File: src/rtl/nvs_pkg.sv
package nvs_pkg;

    typedef enum logic [1:0] {
        S_BOOT,
        S_IDLE,
        S_BUSY
    } seq_state_t;

    typedef enum logic [2:0] {
        OP_NONE,
        OP_LOAD1,
        OP_SET,
        OP_STORE,
        OP_WRNV,
        OP_LOADALL,
        OP_RDNV,
        OP_RDWIP
    } op_t;

    typedef enum logic [1:0] {
        DUR_LONG,
        DUR_MID,
        DUR_SHORT,
        DUR_PRESET
    } dur_t;

    localparam logic [3:0] CODE_LOAD1   = 4'd1;
    localparam logic [3:0] CODE_STORE   = 4'd2;
    localparam logic [3:0] CODE_WRNV    = 4'd3;
    localparam logic [3:0] CODE_LOADALL = 4'd8;
    localparam logic [3:0] CODE_RDNV    = 4'd9;
    localparam logic [3:0] CODE_RDWIP   = 4'd10;
    localparam logic [3:0] CODE_SET     = 4'd11;

endpackage

File: src/rtl/nvs_decode.sv
module nvs_decode
    import nvs_pkg::*;
#(
    parameter int ADDR_W   = 5,
    parameter int NV_WORDS = 28
) (
    input  logic [3:0]        code,
    input  logic [ADDR_W-1:0] addr,
    input  logic              wp_n,
    output op_t               op,
    output dur_t              dur,
    output logic              timed
);

    localparam logic [ADDR_W:0] LIMIT = (ADDR_W+1)'(NV_WORDS);

    logic addr_ok;

    assign addr_ok = ({1'b0, addr} < LIMIT);

    always_comb begin
        op  = OP_NONE;
        dur = DUR_SHORT;
        case (code)
            CODE_LOAD1:   op = OP_LOAD1;
            CODE_STORE: begin
                op  = wp_n ? OP_STORE : OP_NONE;
                dur = DUR_LONG;
            end
            CODE_WRNV: begin
                op  = (wp_n && addr_ok) ? OP_WRNV : OP_NONE;
                dur = DUR_LONG;
            end
            CODE_LOADALL: begin
                op  = OP_LOADALL;
                dur = DUR_MID;
            end
            CODE_RDNV:    op = addr_ok ? OP_RDNV : OP_NONE;
            CODE_RDWIP:   op = OP_RDWIP;
            CODE_SET:     op = wp_n ? OP_SET : OP_NONE;
            default:      op = OP_NONE;
        endcase
    end

    assign timed = (op == OP_STORE) || (op == OP_WRNV) || (op == OP_LOADALL)
                || (op == OP_RDNV)  || (op == OP_RDWIP);

endmodule

File: src/rtl/nvs_timer.sv
module nvs_timer
    import nvs_pkg::*;
#(
    parameter int LONG_CYC   = 200000,
    parameter int MID_CYC    = 10000,
    parameter int SHORT_CYC  = 1000,
    parameter int PRESET_CYC = 700
) (
    input  logic clk,
    input  logic rst_n,
    input  logic load,
    input  dur_t dur,
    output logic done
);

    localparam int MAX_AB = (LONG_CYC > MID_CYC) ? LONG_CYC : MID_CYC;
    localparam int MAX_CD = (SHORT_CYC > PRESET_CYC) ? SHORT_CYC : PRESET_CYC;
    localparam int MAXC   = (MAX_AB > MAX_CD) ? MAX_AB : MAX_CD;
    localparam int CNT_W  = $clog2(MAXC + 1);

    logic [CNT_W-1:0] cnt_q;
    logic [CNT_W-1:0] start_val;

    always_comb begin
        unique case (dur)
            DUR_LONG:   start_val = CNT_W'(LONG_CYC);
            DUR_MID:    start_val = CNT_W'(MID_CYC);
            DUR_SHORT:  start_val = CNT_W'(SHORT_CYC);
            DUR_PRESET: start_val = CNT_W'(PRESET_CYC);
        endcase
    end

    always_ff @(posedge clk or negedge rst_n) begin
        if (!rst_n) begin
            cnt_q <= '0;
        end else if (load) begin
            cnt_q <= start_val;
        end else if (cnt_q != '0) begin
            cnt_q <= cnt_q - 1'b1;
        end
    end

    assign done = (cnt_q == CNT_W'(1));

endmodule

File: src/rtl/nvs_array.sv
module nvs_array #(
    parameter int WIPER_W  = 10,
    parameter int USER_W   = 8,
    parameter int NV_WORDS = 28,
    parameter int ADDR_W   = 5
) (
    input  logic               clk,
    input  logic               rst_n,
    input  logic               we,
    input  logic [ADDR_W-1:0]  waddr,
    input  logic [WIPER_W-1:0] wdata,
    input  logic [ADDR_W-1:0]  raddr,
    output logic [WIPER_W-1:0] rdata,
    output logic [WIPER_W-1:0] shadow0,
    output logic [WIPER_W-1:0] shadow1
);

    localparam int DEPTH                 = 1 << ADDR_W;
    localparam logic [WIPER_W-1:0] MIDV  = WIPER_W'(1) << (WIPER_W - 1);
    localparam logic [WIPER_W-1:0] UMASK = WIPER_W'((1 << USER_W) - 1);

    logic [WIPER_W-1:0] words [DEPTH];

    for (genvar i = 0; i < DEPTH; i++) begin : g_word
        if (i < 2) begin : g_shadow
            logic [WIPER_W-1:0] q;
            always_ff @(posedge clk or negedge rst_n) begin
                if (!rst_n) begin
                    q <= MIDV;
                end else if (we && waddr == ADDR_W'(i)) begin
                    q <= wdata;
                end
            end
            assign words[i] = q;
        end else if (i < NV_WORDS) begin : g_user
            logic [WIPER_W-1:0] q;
            always_ff @(posedge clk or negedge rst_n) begin
                if (!rst_n) begin
                    q <= '0;
                end else if (we && waddr == ADDR_W'(i)) begin
                    q <= wdata & UMASK;
                end
            end
            assign words[i] = q;
        end else begin : g_pad
            assign words[i] = '0;
        end
    end

    assign rdata   = words[raddr];
    assign shadow0 = words[0];
    assign shadow1 = words[1];

endmodule

File: src/rtl/nv_store_seq.sv
module nv_store_seq
    import nvs_pkg::*;
#(
    parameter int WIPER_W    = 10,
    parameter int USER_W     = 8,
    parameter int USER_WORDS = 26,
    parameter int LONG_CYC   = 200000,
    parameter int MID_CYC    = 10000,
    parameter int SHORT_CYC  = 1000,
    parameter int PRESET_CYC = 700,
    localparam int NV_WORDS  = USER_WORDS + 2,
    localparam int ADDR_W    = $clog2(NV_WORDS)
) (
    input  logic               clk,
    input  logic               rst_n,
    input  logic               cmd_valid,
    input  logic [3:0]         cmd_code,
    input  logic [ADDR_W-1:0]  cmd_addr,
    input  logic [WIPER_W-1:0] cmd_data,
    input  logic               preset_in,
    input  logic               wp_n,
    output logic               ready,
    output logic               err,
    output logic               rd_valid,
    output logic [WIPER_W-1:0] rd_data,
    output logic [WIPER_W-1:0] wiper0,
    output logic [WIPER_W-1:0] wiper1
);

    seq_state_t state_q, state_d;

    op_t                dec_op;
    dur_t               dec_dur;
    logic               dec_timed;
    op_t                op_q;
    logic [ADDR_W-1:0]  addr_q;
    logic [WIPER_W-1:0] data_q;
    logic               preset_q;
    logic               preset_rise;
    logic               is_idle;
    logic               accept;
    logic               finish;
    logic               imm;
    logic               tmr_load;
    dur_t               tmr_dur;
    logic               tmr_done;
    logic               nv_we;
    logic [ADDR_W-1:0]  nv_waddr;
    logic [WIPER_W-1:0] nv_wdata;
    logic [WIPER_W-1:0] nv_rdata;
    logic [WIPER_W-1:0] sh0, sh1;
    logic [WIPER_W-1:0] w0_q, w1_q;

    nvs_decode #(
        .ADDR_W  (ADDR_W),
        .NV_WORDS(NV_WORDS)
    ) u_decode (
        .code (cmd_code),
        .addr (cmd_addr),
        .wp_n (wp_n),
        .op   (dec_op),
        .dur  (dec_dur),
        .timed(dec_timed)
    );

    assign preset_rise = preset_in && !preset_q;
    assign is_idle     = (state_q == S_IDLE);
    assign accept      = is_idle && (preset_rise || (cmd_valid && dec_timed));
    assign imm         = is_idle && !preset_rise && cmd_valid
                      && ((dec_op == OP_LOAD1) || (dec_op == OP_SET));
    assign finish      = (state_q == S_BUSY) && tmr_done;
    assign tmr_load    = (state_q == S_BOOT) || accept;
    assign tmr_dur     = ((state_q == S_BOOT) || preset_rise) ? DUR_PRESET : dec_dur;

    nvs_timer #(
        .LONG_CYC  (LONG_CYC),
        .MID_CYC   (MID_CYC),
        .SHORT_CYC (SHORT_CYC),
        .PRESET_CYC(PRESET_CYC)
    ) u_timer (
        .clk  (clk),
        .rst_n(rst_n),
        .load (tmr_load),
        .dur  (tmr_dur),
        .done (tmr_done)
    );

    assign nv_we    = finish && ((op_q == OP_STORE) || (op_q == OP_WRNV));
    assign nv_waddr = (op_q == OP_STORE) ? ADDR_W'(addr_q[0]) : addr_q;
    assign nv_wdata = (op_q == OP_STORE) ? (addr_q[0] ? w1_q : w0_q) : data_q;

    nvs_array #(
        .WIPER_W (WIPER_W),
        .USER_W  (USER_W),
        .NV_WORDS(NV_WORDS),
        .ADDR_W  (ADDR_W)
    ) u_array (
        .clk    (clk),
        .rst_n  (rst_n),
        .we     (nv_we),
        .waddr  (nv_waddr),
        .wdata  (nv_wdata),
        .raddr  (addr_q),
        .rdata  (nv_rdata),
        .shadow0(sh0),
        .shadow1(sh1)
    );

    // State register
    always_ff @(posedge clk or negedge rst_n) begin
        if (!rst_n) begin
            state_q <= S_BOOT;
        end else begin
            state_q <= state_d;
        end
    end

    // Transitions: boot-start, accept, finish
    always_comb begin
        state_d = state_q;
        unique case (state_q)
            S_BOOT: state_d = S_BUSY;
            S_IDLE: if (accept) state_d = S_BUSY;
            S_BUSY: if (tmr_done) state_d = S_IDLE;
            default: state_d = S_BOOT;
        endcase
    end

    // Operation latch and preset edge history
    always_ff @(posedge clk or negedge rst_n) begin
        if (!rst_n) begin
            op_q     <= OP_NONE;
            addr_q   <= '0;
            data_q   <= '0;
            preset_q <= 1'b1;
        end else begin
            preset_q <= preset_in;
            if (state_q == S_BOOT) begin
                op_q <= OP_LOADALL;
            end else if (accept) begin
                if (preset_rise) begin
                    op_q <= OP_LOADALL;
                end else begin
                    op_q   <= dec_op;
                    addr_q <= cmd_addr;
                    data_q <= cmd_data;
                end
            end
        end
    end

    // Outputs
    always_ff @(posedge clk or negedge rst_n) begin
        if (!rst_n) begin
            err      <= 1'b0;
            rd_valid <= 1'b0;
            rd_data  <= '0;
            w0_q     <= '0;
            w1_q     <= '0;
        end else begin
            err      <= (!is_idle && (cmd_valid || preset_rise))
                     || (is_idle && preset_rise && cmd_valid);
            rd_valid <= finish && ((op_q == OP_RDNV) || (op_q == OP_RDWIP));
            if (finish && op_q == OP_RDNV) begin
                rd_data <= nv_rdata;
            end else if (finish && op_q == OP_RDWIP) begin
                rd_data <= addr_q[0] ? w1_q : w0_q;
            end
            if (finish && op_q == OP_LOADALL) begin
                w0_q <= sh0;
                w1_q <= sh1;
            end else if (imm) begin
                if (dec_op == OP_LOAD1) begin
                    if (cmd_addr[0]) w1_q <= sh1;
                    else             w0_q <= sh0;
                end else begin
                    if (cmd_addr[0]) w1_q <= cmd_data;
                    else             w0_q <= cmd_data;
                end
            end
        end
    end

    assign ready  = is_idle;
    assign wiper0 = w0_q;
    assign wiper1 = w1_q;

endmodule

File: config.mk
export PLATFORM = sky130hd
export DESIGN_NAME = nv_store_seq
export DESIGN_NICKNAME = d
export VERILOG_FILES = /design/src/rtl/nvs_pkg.sv /design/src/rtl/nvs_decode.sv /design/src/rtl/nvs_timer.sv /design/src/rtl/nvs_array.sv /design/src/rtl/nv_store_seq.sv
export SDC_FILE = /design/constraint.sdc
export NUM_CORES = 1
export LEC_CHECK = 0
export BUFFER_PORTS_ARGS = -buffer_cell sky130_fd_sc_hd__buf_2
export CORE_MARGIN = 5
export CORE_UTILIZATION = 50
export DETAILED_ROUTE_END_ITERATION = 10
export GPL_TIMING_DRIVEN = 0
export PLACE_DENSITY = 0.74
export SETUP_SLACK_MARGIN = 0.1
export SYNTH_ARGS = -nofsm -noshare
export SYNTH_HDL_FRONTEND = slang
export SYNTH_SLANG_ARGS = --single-unit
File: constraint.sdc
create_clock -name clk -period 3.45 [get_ports clk]
set_clock_uncertainty 0.1 [all_clocks]
set_input_delay 0.345 -clock clk [delete_from_list [all_inputs] [get_ports clk]]
set_output_delay 0.345 -clock clk [all_outputs]
set_load 0.05 [all_outputs]
==> impl_metrics.tcl, run 1 <==
set metrics [dict create \
    insertion_delay_ps 570 \
    slowest_delay_ps 470 \
    startpoint_type "flop" \
    num_vias 12130 \
    io_buffers 53 \
    cts_tree "yes" \
    drive_above_1_share 0.190 \
    synth_most_common_cell "dfrtp_1" \
    vdd_drop_max_mv 0.431 \
    synth.top_cells.by_count "296 x dfrtp_1, 254 x nand2_1, 216 x o21ai_0, 64 x clkbuf_1, 62 x mux2_2" \
    fin_crit_sh 0.962 \
    path_buf_inv 3 \
    worst_slew_pin_slew_ps 1080 \
    slowest_stage "or4_4" \
    grt_pass1_wl_um 70700 \
    gp_congestion 1.02 \
    synth_top_area_frac 0.520 \
    grt_overflow 0 \
    register_area_sq_mm 0.00749 \
    post-route-util 0.594 \
    ios 57 \
    p_switching_w 0.00154 \
    hpwl_um 31700 \
    dieArea_sq_mm 0.0320 \
    synth_edf_count 0 \
    yosys_warnings 0 \
    netlist_area_sq_mm 0.0142 \
    rr_worst_depth 9 \
    grt_setup_unrepaired "true" \
    worst_setup_path_end_kind "flop" \
    first_iter_violations 1558 \
    slew_headroom 0.277 \
    crit_arrival_ps 3660 \
    maxSlewViolCount 0 \
    final_area_sq_mm 0.0166 \
    placed_area_sq_mm 0.0151 \
    cts_max_path_buffers 3 \
    ant_nets 0 \
    crit_path_max_fanout 8 \
    layoutNonFillerInstCount 1883 \
    die_w_um 179 \
    multi_input_area_sq_mm 0.00653 \
    cts.sinks 299 \
    postSynthNetCount 1383 \
    setup_viol 0 \
    wl_um 46300 \
    hold_violations 0 \
    drc 0 \
    comb_power_share 0.020 \
    sequentialPowerShare 0.487 \
    ys.flop_type "dfrtp_1" \
    placed_cells 1791 \
    status "complete, no violations" \
    ys_types 63 \
    max_freq_mhz 301 \
    async_flop_share 1.00 \
    root_buffer "clkbuf_16" \
    p_int_w 0.00566 \
    start_util 0.510 \
    whs_path_depth 2 \
    worstPathRequired_ps 3790 \
    p_per_area_mw_per_mm2 434 \
    avgSynthCellArea_sq_um 10.5 \
    crit_cells 9 \
    grt_max_degree 127 \
    firstDrtPassIters 6 \
    cap_violations 0 \
    worstHoldPathType "input pin to flop" \
    ys_seq_area_frac 0.525 \
    rows 61 \
    synth.top_cells.by_area "dfrtp_1 52%, o21ai_0 7.6%, nand2_1 6.7%, mux4_2 6.2%, mux2_2 4.9%" \
    clkPwrFrac 0.493 \
    critical_path.top_delay_family "simple AND/OR/NAND/NOR gates" \
    die_h_um 179 \
    htree_levels 1 \
    min_period_ps 3320 \
    synth_cells 1357 \
    crit_chain "inv_1 > ha_2 > or3b_2 > or4_4 > or4_1 > buf_4 > nor4_4 > buf_6 > mux2_2" \
    vias_per_cell 6.44 \
    grt_pass1_vias 11813 \
    nFillCells 2352 \
    nNetsFinal 1506 \
    p_leak_nw 6.90 \
    switching_share 0.214 \
    wl_per_cell_um 24.6 \
    core_sq_mm 0.0279 \
    antenna_found_initial 0 \
    yosysTopAreaCell "dfrtp_1" \
    numCtsBuffers 31 \
    hold_ws_ps 25.4 \
    area_delta_synth_final_pct 16.5 \
    path_clk_slew_ps 60 \
    worstSetupPathType "flop to flop" \
    grt_util_all_layers 0.287 \
    ys_ff_latch 299 \
]
==> state kept, by name, summed over array words and instances, names as in the netlist, 10 cells and up <==
register,count
data_q,10
rd_data,10
u_array.g_word.g_user.q,208
u_array.shadow0,10
u_array.shadow1,10
u_timer.cnt_q,18
wiper0,10
wiper1,10
==> stage by stage <==
stage / setup TNS [ps] / total power (W) / setup WS (ps)
final: 0 / 0.00720 / 132
after global routing: 0 / 0.00736 / 57.0
after CTS: 0 / 0.00722 / 87.2
after detailed placement: -61490 / 0.00370 / -755
after global placement: -1127360 / 0.00369 / -3530
after floorplan: 0 / 0.00360 / 332
==> logic make-up (layout without fill, tap and decap cells) <==
group	after synthesis	in the layout	synth area share
other	0	1	0
XOR/XNOR	14	14	0.00861
adder cells (fa/ha/maj)	2	2	0.00176
multiplexers	147	147	0.143
flip-flops	299	299	0.525
AO/OA/AOI/OAI	345	345	0.139
buffers and inverters	90	237	0.0241
AND/OR/NAND/NOR	460	460	0.158
==> metal layers <==
layer / wire (um) / track usage / up-vias
li1: - / - / 5202
met1: 18900 / 0.402 / 6087
met2: 21500 / 0.453 / 719
met3: 4000 / 0.0512 / 122
met4: 1870 / 0.107 / 0
met5: 0 / 0 / -
==> worst reg2reg max path, delay by kind of cell (launching register included) <==
family / cells / cell delay, ps
buffers and inverters: 3 / 490
muxes: 1 / 350
and+or+nand+nor: 4 / 1650
DFF: 1 / 440
adders and majority gates: 1 / 180
==> cell type report <==
class | instances | area share
diodes | 1 | 0.000151
plain buffers | 82 | 0.0204
clock buffers | 41 | 0.0538
clock inverters | 16 | 0.0119
inverters | 6 | 0.00136
multi-input cells | 968 | 0.394
flip-flops and latches | 299 | 0.451
well taps | 378 | 0.0285
repair buffers | 92 | 0.0390
==> final timing paths <==
check	startpoint	to	slack, ps
setup / recovery	u_timer.cnt_q[1]	u_array.g_word[16].g_user.q[0]	130
hold / removal	cmd_data[0]	data_q[0]	30
setup reg to reg	u_timer.cnt_q[1]	u_array.g_word[16].g_user.q[0]	130
hold reg to reg	u_array.g_word[22].g_user.q[2]	u_array.g_word[22].g_user.q[2]	370
max in group asynchronous	rst_n	addr_q[0]	1990
min in group asynchronous	rst_n	u_array.g_word[19].g_user.q[2]	210
==> what timing repair did <==
action | in CTS | in global routing
hold endpoints to repair | 73 | 0
hold buffers | 14 | 0
setup buffers | 9 | 13
pin swaps | 4 | 7
cloned | 0 | 0
endpoints found under the setup margin | 230 | 163
resized for setup | 17 | 23
==> layout by cell type, fill, tap and decap left out, types with 5 or more instances in the layout <==
cell type / n
dfrtp_1: 294
nand2_1: 254
o21ai_0: 214
mux2_2: 62
buf_2: 57
clkbuf_1: 56
mux2i_1: 46
mux4_2: 39
a21oi_1: 38
nor2_1: 34
nand4_1: 33
clkbuf_16: 31
buf_4: 24
nand3_1: 23
o22ai_1: 20
nor4_1: 18
a2bb2oi_1: 18
dlygate4sd3_1: 14
buf_1: 13
nor3_1: 12
nand2b_1: 11
nor2b_1: 10
nor4b_1: 10
nand3_2: 9
a22oi_1: 9
o21a_1: 8
xor2_1: 8
clkbuf_8: 8
clkbuf_2: 7
a22o_1: 7
inv_1: 6
nand3b_1: 6
xnor2_1: 6
clkinv_2: 6
nor4_4: 5
==> power by group through the flow <==
| stage | Sequential (W) | Combinational (W) | Clock, W |
|---|---|---|---|
| 6_report | 0.00351 | 0.000141 | 0.00355 |
| 5_1_grt | 0.00351 | 0.000158 | 0.00370 |
| 4_1_cts | 0.00351 | 0.000143 | 0.00356 |
| 3_5_place_dp | 0.00357 | 0.000130 | 0 |
| 3_3_place_gp | 0.00357 | 0.000120 | 0 |
| 2_1_floorplan | 0.00358 | 0.0000200 | 0 |
Power figures use the tool's default switching activity.
==> run 2: changes to the inputs <==
--- a/config.mk
+++ b/config.mk
@@ -6,7 +6,6 @@
 export NUM_CORES = 1
 export LEC_CHECK = 0
 export BUFFER_PORTS_ARGS = -buffer_cell sky130_fd_sc_hd__buf_2
-export CORE_MARGIN = 5
 export CORE_UTILIZATION = 50
 export DETAILED_ROUTE_END_ITERATION = 10
 export GPL_TIMING_DRIVEN = 0
@@ -14,4 +13,5 @@
 export SETUP_SLACK_MARGIN = 0.1
 export SYNTH_ARGS = -nofsm -noshare
 export SYNTH_HDL_FRONTEND = slang
+export SYNTH_HIERARCHICAL = 1
 export SYNTH_SLANG_ARGS = --single-unit
==> constraint.sdc (replaced) <==
create_clock -name clk -period 3.4 [get_ports clk]
set_clock_uncertainty 0.1 [all_clocks]
set_input_delay 0.34 -clock clk [delete_from_list [all_inputs] [get_ports clk]]
set_output_delay 0.34 -clock clk [all_outputs]
set_load 0.05 [all_outputs]
==> run 2 against run 1 <==
  * Worst hold slack improved by 90 ps
  * Critical path depth fell by 1
  * Synthesized area increased by 3.3%
  * Global-route usage fell by 2.9 points
  * Register-to-register slack lost 30 ps
==> impl_metrics.tcl, run 2 <==
set metrics [dict create \
    status "complete, no violations" \
    antenna_found_initial 2 \
    root_buffer "clkbuf_16" \
    netlist_area_sq_mm 0.0147 \
    start_util 0.510 \
    wl_um 38400 \
    placed_cells 1533 \
    worst_setup_path_end_kind "flop" \
    num_vias 9767 \
    layoutNonFillerInstCount 1621 \
    firstDrtPassIters 5 \
    yosysTopAreaCell "dfrtp_1" \
    synth_cells 1092 \
    grt_max_degree 126 \
    ys_types 76 \
    cap_violations 0 \
    die_h_um 174 \
    io_buffers 55 \
    crit_arrival_ps 3620 \
    cts_max_path_buffers 3 \
    p_leak_nw 7.81 \
    worst_slew_pin_slew_ps 953 \
    worstPathRequired_ps 3720 \
    grt_overflow 0 \
    nNetsFinal 1238 \
    numCtsBuffers 31 \
    grt_pass1_wl_um 58800 \
    synth.top_cells.by_area "dfrtp_1 50%, mux2_2 20%, mux2i_1 4.5%, mux4_2 2.6%, mux4_1 2.3%" \
    gp_congestion 0.907 \
    slowest_delay_ps 680 \
    drc 0 \
    insertion_delay_ps 570 \
    hold_ws_ps 116 \
    fin_crit_sh 0.970 \
    grt_setup_unrepaired "false" \
    synth_top_area_frac 0.504 \
    drive_above_1_share 0.405 \
    crit_top_cell "o21ai_0" \
    max_freq_mhz 303 \
    grt_util_all_layers 0.258 \
    cts.sinks 299 \
    path_clk_slew_ps 60 \
    reg_top3 "u_array/g_word.g_user.q x208, u_timer/cnt_q x18" \
    ys_ff_latch 299 \
    crit_path_max_fanout 10 \
    synth_most_common_cell "dfrtp_1" \
    slew_headroom 0.362 \
    rows 62 \
    core_sq_mm 0.0289 \
    dieArea_sq_mm 0.0301 \
    hold_violations 0 \
    first_iter_violations 794 \
    htree_levels 1 \
    maxSlewViolCount 0 \
    vias_per_cell 6.03 \
    crit_chain "buf_6 > buf_4 > buf_4 > inv_1 > o21ai_0 > a32oi_1 > o21ai_0 > o21ai_0" \
    worstSetupPathType "flop to flop" \
    setup_viol 0 \
    ys_seq_area_frac 0.509 \
    nFillCells 2329 \
    largest_reg_flops 208 \
    ant_nets 0 \
    synth.top_cells.by_count "296 x dfrtp_1, 258 x mux2_2, 66 x mux2i_1, 56 x nand2_1, 49 x o21ai_0" \
    layout_common_cells "296 x dfrtp_1, 258 x mux2_2, 66 x mux2i_1" \
    async_flop_share 1.00 \
    mostFrequentLayoutCell "dfrtp_1" \
    min_period_ps 3300 \
    p_per_area_mw_per_mm2 431 \
    worstHoldPathType "input pin to flop" \
    wl_per_cell_um 23.7 \
    ys.flop_type "dfrtp_1" \
    grt_pass1_vias 9896 \
    postSynthNetCount 1118 \
    ios 57 \
    yosys_warnings 6 \
    vdd_drop_max_mv 0.416 \
    avgSynthCellArea_sq_um 13.5 \
    cts_tree "yes" \
    slowest_stage "o21ai_0" \
    startpoint_type "flop" \
    die_w_um 174 \
    max_flop_register "u_array/g_word.g_user.q" \
    hpwl_um 26100 \
    area_delta_synth_final_pct 15.6 \
    synth_edf_count 0 \
]
==> run 2: cell count changes after synthesis, sizes merged, moves of 15 or more <==
cell	delta
nand3	-17
mux2	+221
o21ai	-163
a2bb2oi	-18
nand4	-31
buf	+16
a21oi	-29
clkbuf	-28
nor4	-20
mux2i	+20
a221oi	+15
nand2	-184
==> run 2: path summary, 6_finish.rpt <==
check | from | slack [ps] | endpoint | depth (start not counted)
hold reg to reg | rd_data[2] | 380 | rd_data[2] | 2
setup / recovery | addr_q[0] | 100 | rd_data[2] | 8
max in group asynchronous | rst_n | 2020 | u_array/g_word[2].g_user.q[6] | 3
min in group asynchronous | rst_n | 230 | u_timer/cnt_q[5] | 2
setup reg to reg | addr_q[0] | 100 | rd_data[2] | 8
hold / removal | cmd_code[2] | 120 | op_q[2] | 4
==> run 2: metrics by stage <==
stage | worst slack, ps | cell area (sq um) | total power [W] | TNS (ps) | utilization
after floorplan | 154 | 14700 | 0.00380 | 0 | -
after global placement | -3640 | 15500 | 0.00394 | -1162840 | 0.536
after detailed placement | -680 | 15500 | 0.00396 | -110650 | 0.538
after CTS | 101 | 16900 | 0.00736 | 0 | 0.587
after global routing | 104 | 17000 | 0.00752 | 0 | 0.589
final | 101 | 17000 | 0.00732 | 0 | 0.589
==> run 2: area by class of cell <==
type / instances / area (sq um) / area share
flip-flops and latches: 299 / 7490 / 0.440
multi-input cells: 713 / 6830 / 0.402
clock buffers: 49 / 933 / 0.0549
repair buffers: 87 / 673 / 0.0396
well taps: 384 / 480 / 0.0283
plain buffers: 72 / 468 / 0.0275
clock inverters: 8 / 96.3 / 0.00567
inverters: 8 / 30.0 / 0.00177
diodes: 1 / 2.50 / 0.000147
==> run 2: metal layers <==
metal  track usage  wire (um)
met5             0          0
met4        0.0749       1060
met3        0.0390       2580
met2         0.402      17800
met1         0.376      17000
==> run 2: cells by family (layout without fill, tap and decap cells) <==
group / after synthesis / count (layout) / synth area share
xor+xnor: 13 / 13 / 0.00774
mux: 379 / 379 / 0.314
buf+inv: 80 / 224 / 0.0327
other cells: 0 / 1 / 0
fa+ha+maj: 3 / 3 / 0.00247
compound gates: 120 / 120 / 0.0538
simple gates: 198 / 198 / 0.0807
flops: 299 / 299 / 0.509
==> run 2: timing repair <==
item / CTS / global route
cloned: 0 / 0
pin swaps: 6 / 3
gates resized for setup: 15 / 22
buffers inserted: 9 / 3
setup endpoints to repair: 228 / 211
hold buffers: 18 / 0
hold endpoints to repair: 78 / 0
==> run 2: report_power, final <==
part	switching (W)	internal, W
combinational	0.000212	0.0000979
clock	0.00140	0.00202
sequential	0.0000143	0.00358
==> run 2: worst max-delay path: cells and delay by family (launching register included) <==
kind | cells | cell delay (ps)
buffers and inverters | 4 | 950
DFF | 1 | 580
AOI/OAI and AO/OA | 4 | 1510
==> run 3: changes to the inputs <==
==> constraint.sdc (replaced) <==
create_clock -name clk -period 4.1 [get_ports clk]
set_clock_uncertainty 0.1 [all_clocks]
set_input_delay 0.41 -clock clk [delete_from_list [all_inputs] [get_ports clk]]
set_output_delay 0.41 -clock clk [all_outputs]
set_load 0.05 [all_outputs]
==> run 3 against run 2 <==
  * Critical endpoint is now u_array/g_word[27].g_user.q[1]
  * Global-route usage down 0.21 points
  * Register-to-register slack improved by 120 ps
  * Worst hold slack lost 100 ps
  * Critical path depth grew 1
  * Flip-flop and latch count did not move
  * Utilization down 1.0 points
==> impl_metrics.tcl, run 3 (synthesis results as in run 2) <==
set metrics [dict create \
    status "complete, no violations" \
    worst_slew_pin_slew_ps 974 \
    switching_share 0.220 \
    crit_arrival_ps 4220 \
    largest_reg_flops 208 \
    slew_headroom 0.350 \
    max_flop_register "u_array/g_word.g_user.q" \
    die_w_um 174 \
    ant_nets 0 \
    cts_tree "yes" \
    worstPathRequired_ps 4440 \
    grt_util_all_layers 0.256 \
    first_iter_violations 731 \
    p_switching_w 0.00133 \
    nFillCells 2373 \
    cts_max_path_buffers 3 \
    antenna_found_initial 2 \
    die_h_um 174 \
    grt_pass1_vias 9848 \
    insertion_delay_ps 570 \
    fin_crit_sh 0.946 \
    numCtsBuffers 31 \
    hold_violations 0 \
    gp_congestion 0.907 \
    firstDrtPassIters 5 \
    drive_above_1_share 0.390 \
    vias_per_cell 6.02 \
    maxSlewViolCount 0 \
    num_vias 9654 \
    worstHoldPathType "input pin to flop" \
    p_int_w 0.00472 \
    setup_viol 0 \
    post-route-util 0.579 \
    io_buffers 55 \
    crit_chain "or3_1 > nor3_1 > nand2_1 > nor2_1 > nand3b_1 > a21oi_2 > nand4b_1 > nor2_2 > mux2_2" \
    grt_pass1_wl_um 58400 \
    wl_um 38100 \
    path_buf_inv 0 \
    root_buffer "clkbuf_16" \
    grt_setup_unrepaired "true" \
    max_freq_mhz 258 \
    min_period_ps 3880 \
    htree_levels 1 \
    mostFrequentLayoutCell "dfrtp_1" \
    startpoint_type "flop" \
    area_delta_synth_final_pct 13.5 \
    cap_violations 0 \
    layout_common_cells "296 x dfrtp_1, 258 x mux2_2, 66 x mux2i_1" \
    ios 57 \
    hold_ws_ps 14.9 \
    comb_power_share 0.042 \
    grt_overflow 0 \
    cts.sinks 299 \
    crit_path_max_fanout 8 \
    rows 62 \
    worstSetupPathType "flop to flop" \
    finalSetupTns_ps 0 \
    slowest_stage "nor2_2" \
    start_util 0.510 \
    sequentialPowerShare 0.492 \
    hpwl_um 26100 \
    slowest_delay_ps 550 \
    core_sq_mm 0.0289 \
    p_per_area_mw_per_mm2 362 \
    worst_setup_path_end_kind "flop" \
    path_clk_slew_ps 60 \
    wl_per_cell_um 23.8 \
    clkPwrFrac 0.466 \
    reg_top3 "u_array/g_word.g_user.q x208, u_timer/cnt_q x18" \
    p_leak_nw 7.68 \
    drc 0 \
    vdd_drop_max_mv 0.346 \
    critical_path.top_delay_family "simple AND/OR/NAND/NOR gates" \
    dieArea_sq_mm 0.0301 \
    grt_max_degree 126 \
    nNetsFinal 1220 \
]
==> run 3: cell count changes in the layout (fill, tap and decap cells not counted), moves of 2 or more <==
cell,before,now
clkbuf_2,8,0
buf_4,13,6
clkbuf_1,36,43
dlygate4sd3_1,18,11
nor2_4,7,1
nor2_2,5,10
buf_12,6,2
nor3_4,5,2
buf_1,8,10
nand2_1,54,56
nand2_2,16,14
nor3_1,6,8
==> run 3: path summary, 6_finish.rpt <==
check	slack, ps	cells after the start	to	startpoint
max in group asynchronous	2640	3	u_array/g_word[3].g_user.q[0]	rst_n
min in group asynchronous	300	2	u_timer/cnt_q[5]	rst_n
setup / recovery	220	9	u_array/g_word[27].g_user.q[1]	u_timer/cnt_q[13]
setup reg to reg	220	9	u_array/g_word[27].g_user.q[1]	u_timer/cnt_q[13]
hold reg to reg	380	2	rd_data[2]	rd_data[2]
hold / removal	10	2	data_q[1]	cmd_data[1]
==> run 3: layout make-up <==
| cell class | count | area (sq um) | area share |
|---|---|---|---|
| Tap cell | 384 | 480 | 0.0288 |
| Multi-Input combinational cell | 713 | 6750 | 0.404 |
| Clock buffer | 49 | 933 | 0.0559 |
| Inverter | 8 | 30.0 | 0.00180 |
| Buffer | 72 | 452 | 0.0270 |
| Timing Repair Buffer | 69 | 470 | 0.0282 |
| Sequential cell | 299 | 7490 | 0.448 |
| Antenna cell | 1 | 2.50 | 0.000150 |
| Clock inverter | 8 | 96.3 | 0.00577 |
==> run 3: stage by stage <==
stage          area (sq um)  std cells  setup slack [ps]  total power [W]
6_report              16700       1603               223          0.00605
3_5_place_dp          15500       1533              20.3          0.00328
2_1_floorplan         14700       1092               854          0.00315
5_1_grt               16700       1602              68.8          0.00623
4_1_cts               16700       1601               296          0.00610
3_3_place_gp          15500       1531             -3010          0.00327
==> run 3: metal layers <==
layer	share of wire	wire length (um)	track usage	vias up
met4	0.027	1030	0.0756	0
met2	0.46	17600	0.397	298
li1	-	-	-	4222
met3	0.064	2440	0.0410	61
met5	0	0	0	-
met1	0.45	17100	0.372	5073
==> run 3: power by group through the flow <==
stage / combinational [W] / sequential [W] / clock [W]
2_1_floorplan: 0.0000682 / 0.00309 / 0
3_3_place_gp: 0.000237 / 0.00303 / 0
3_5_place_dp: 0.000247 / 0.00303 / 0
4_1_cts: 0.000256 / 0.00298 / 0.00286
5_1_grt: 0.000274 / 0.00298 / 0.00298
6_report: 0.000252 / 0.00298 / 0.00282
==> run 3: what timing repair did <==
action,4_1_cts,5_1_grt
hold buffers,11,0
setup endpoints to repair,62,16
pin swaps,0,1
setup buffers,0,1
endpoints found under the hold margin,71,0
gates resized for setup,1,1
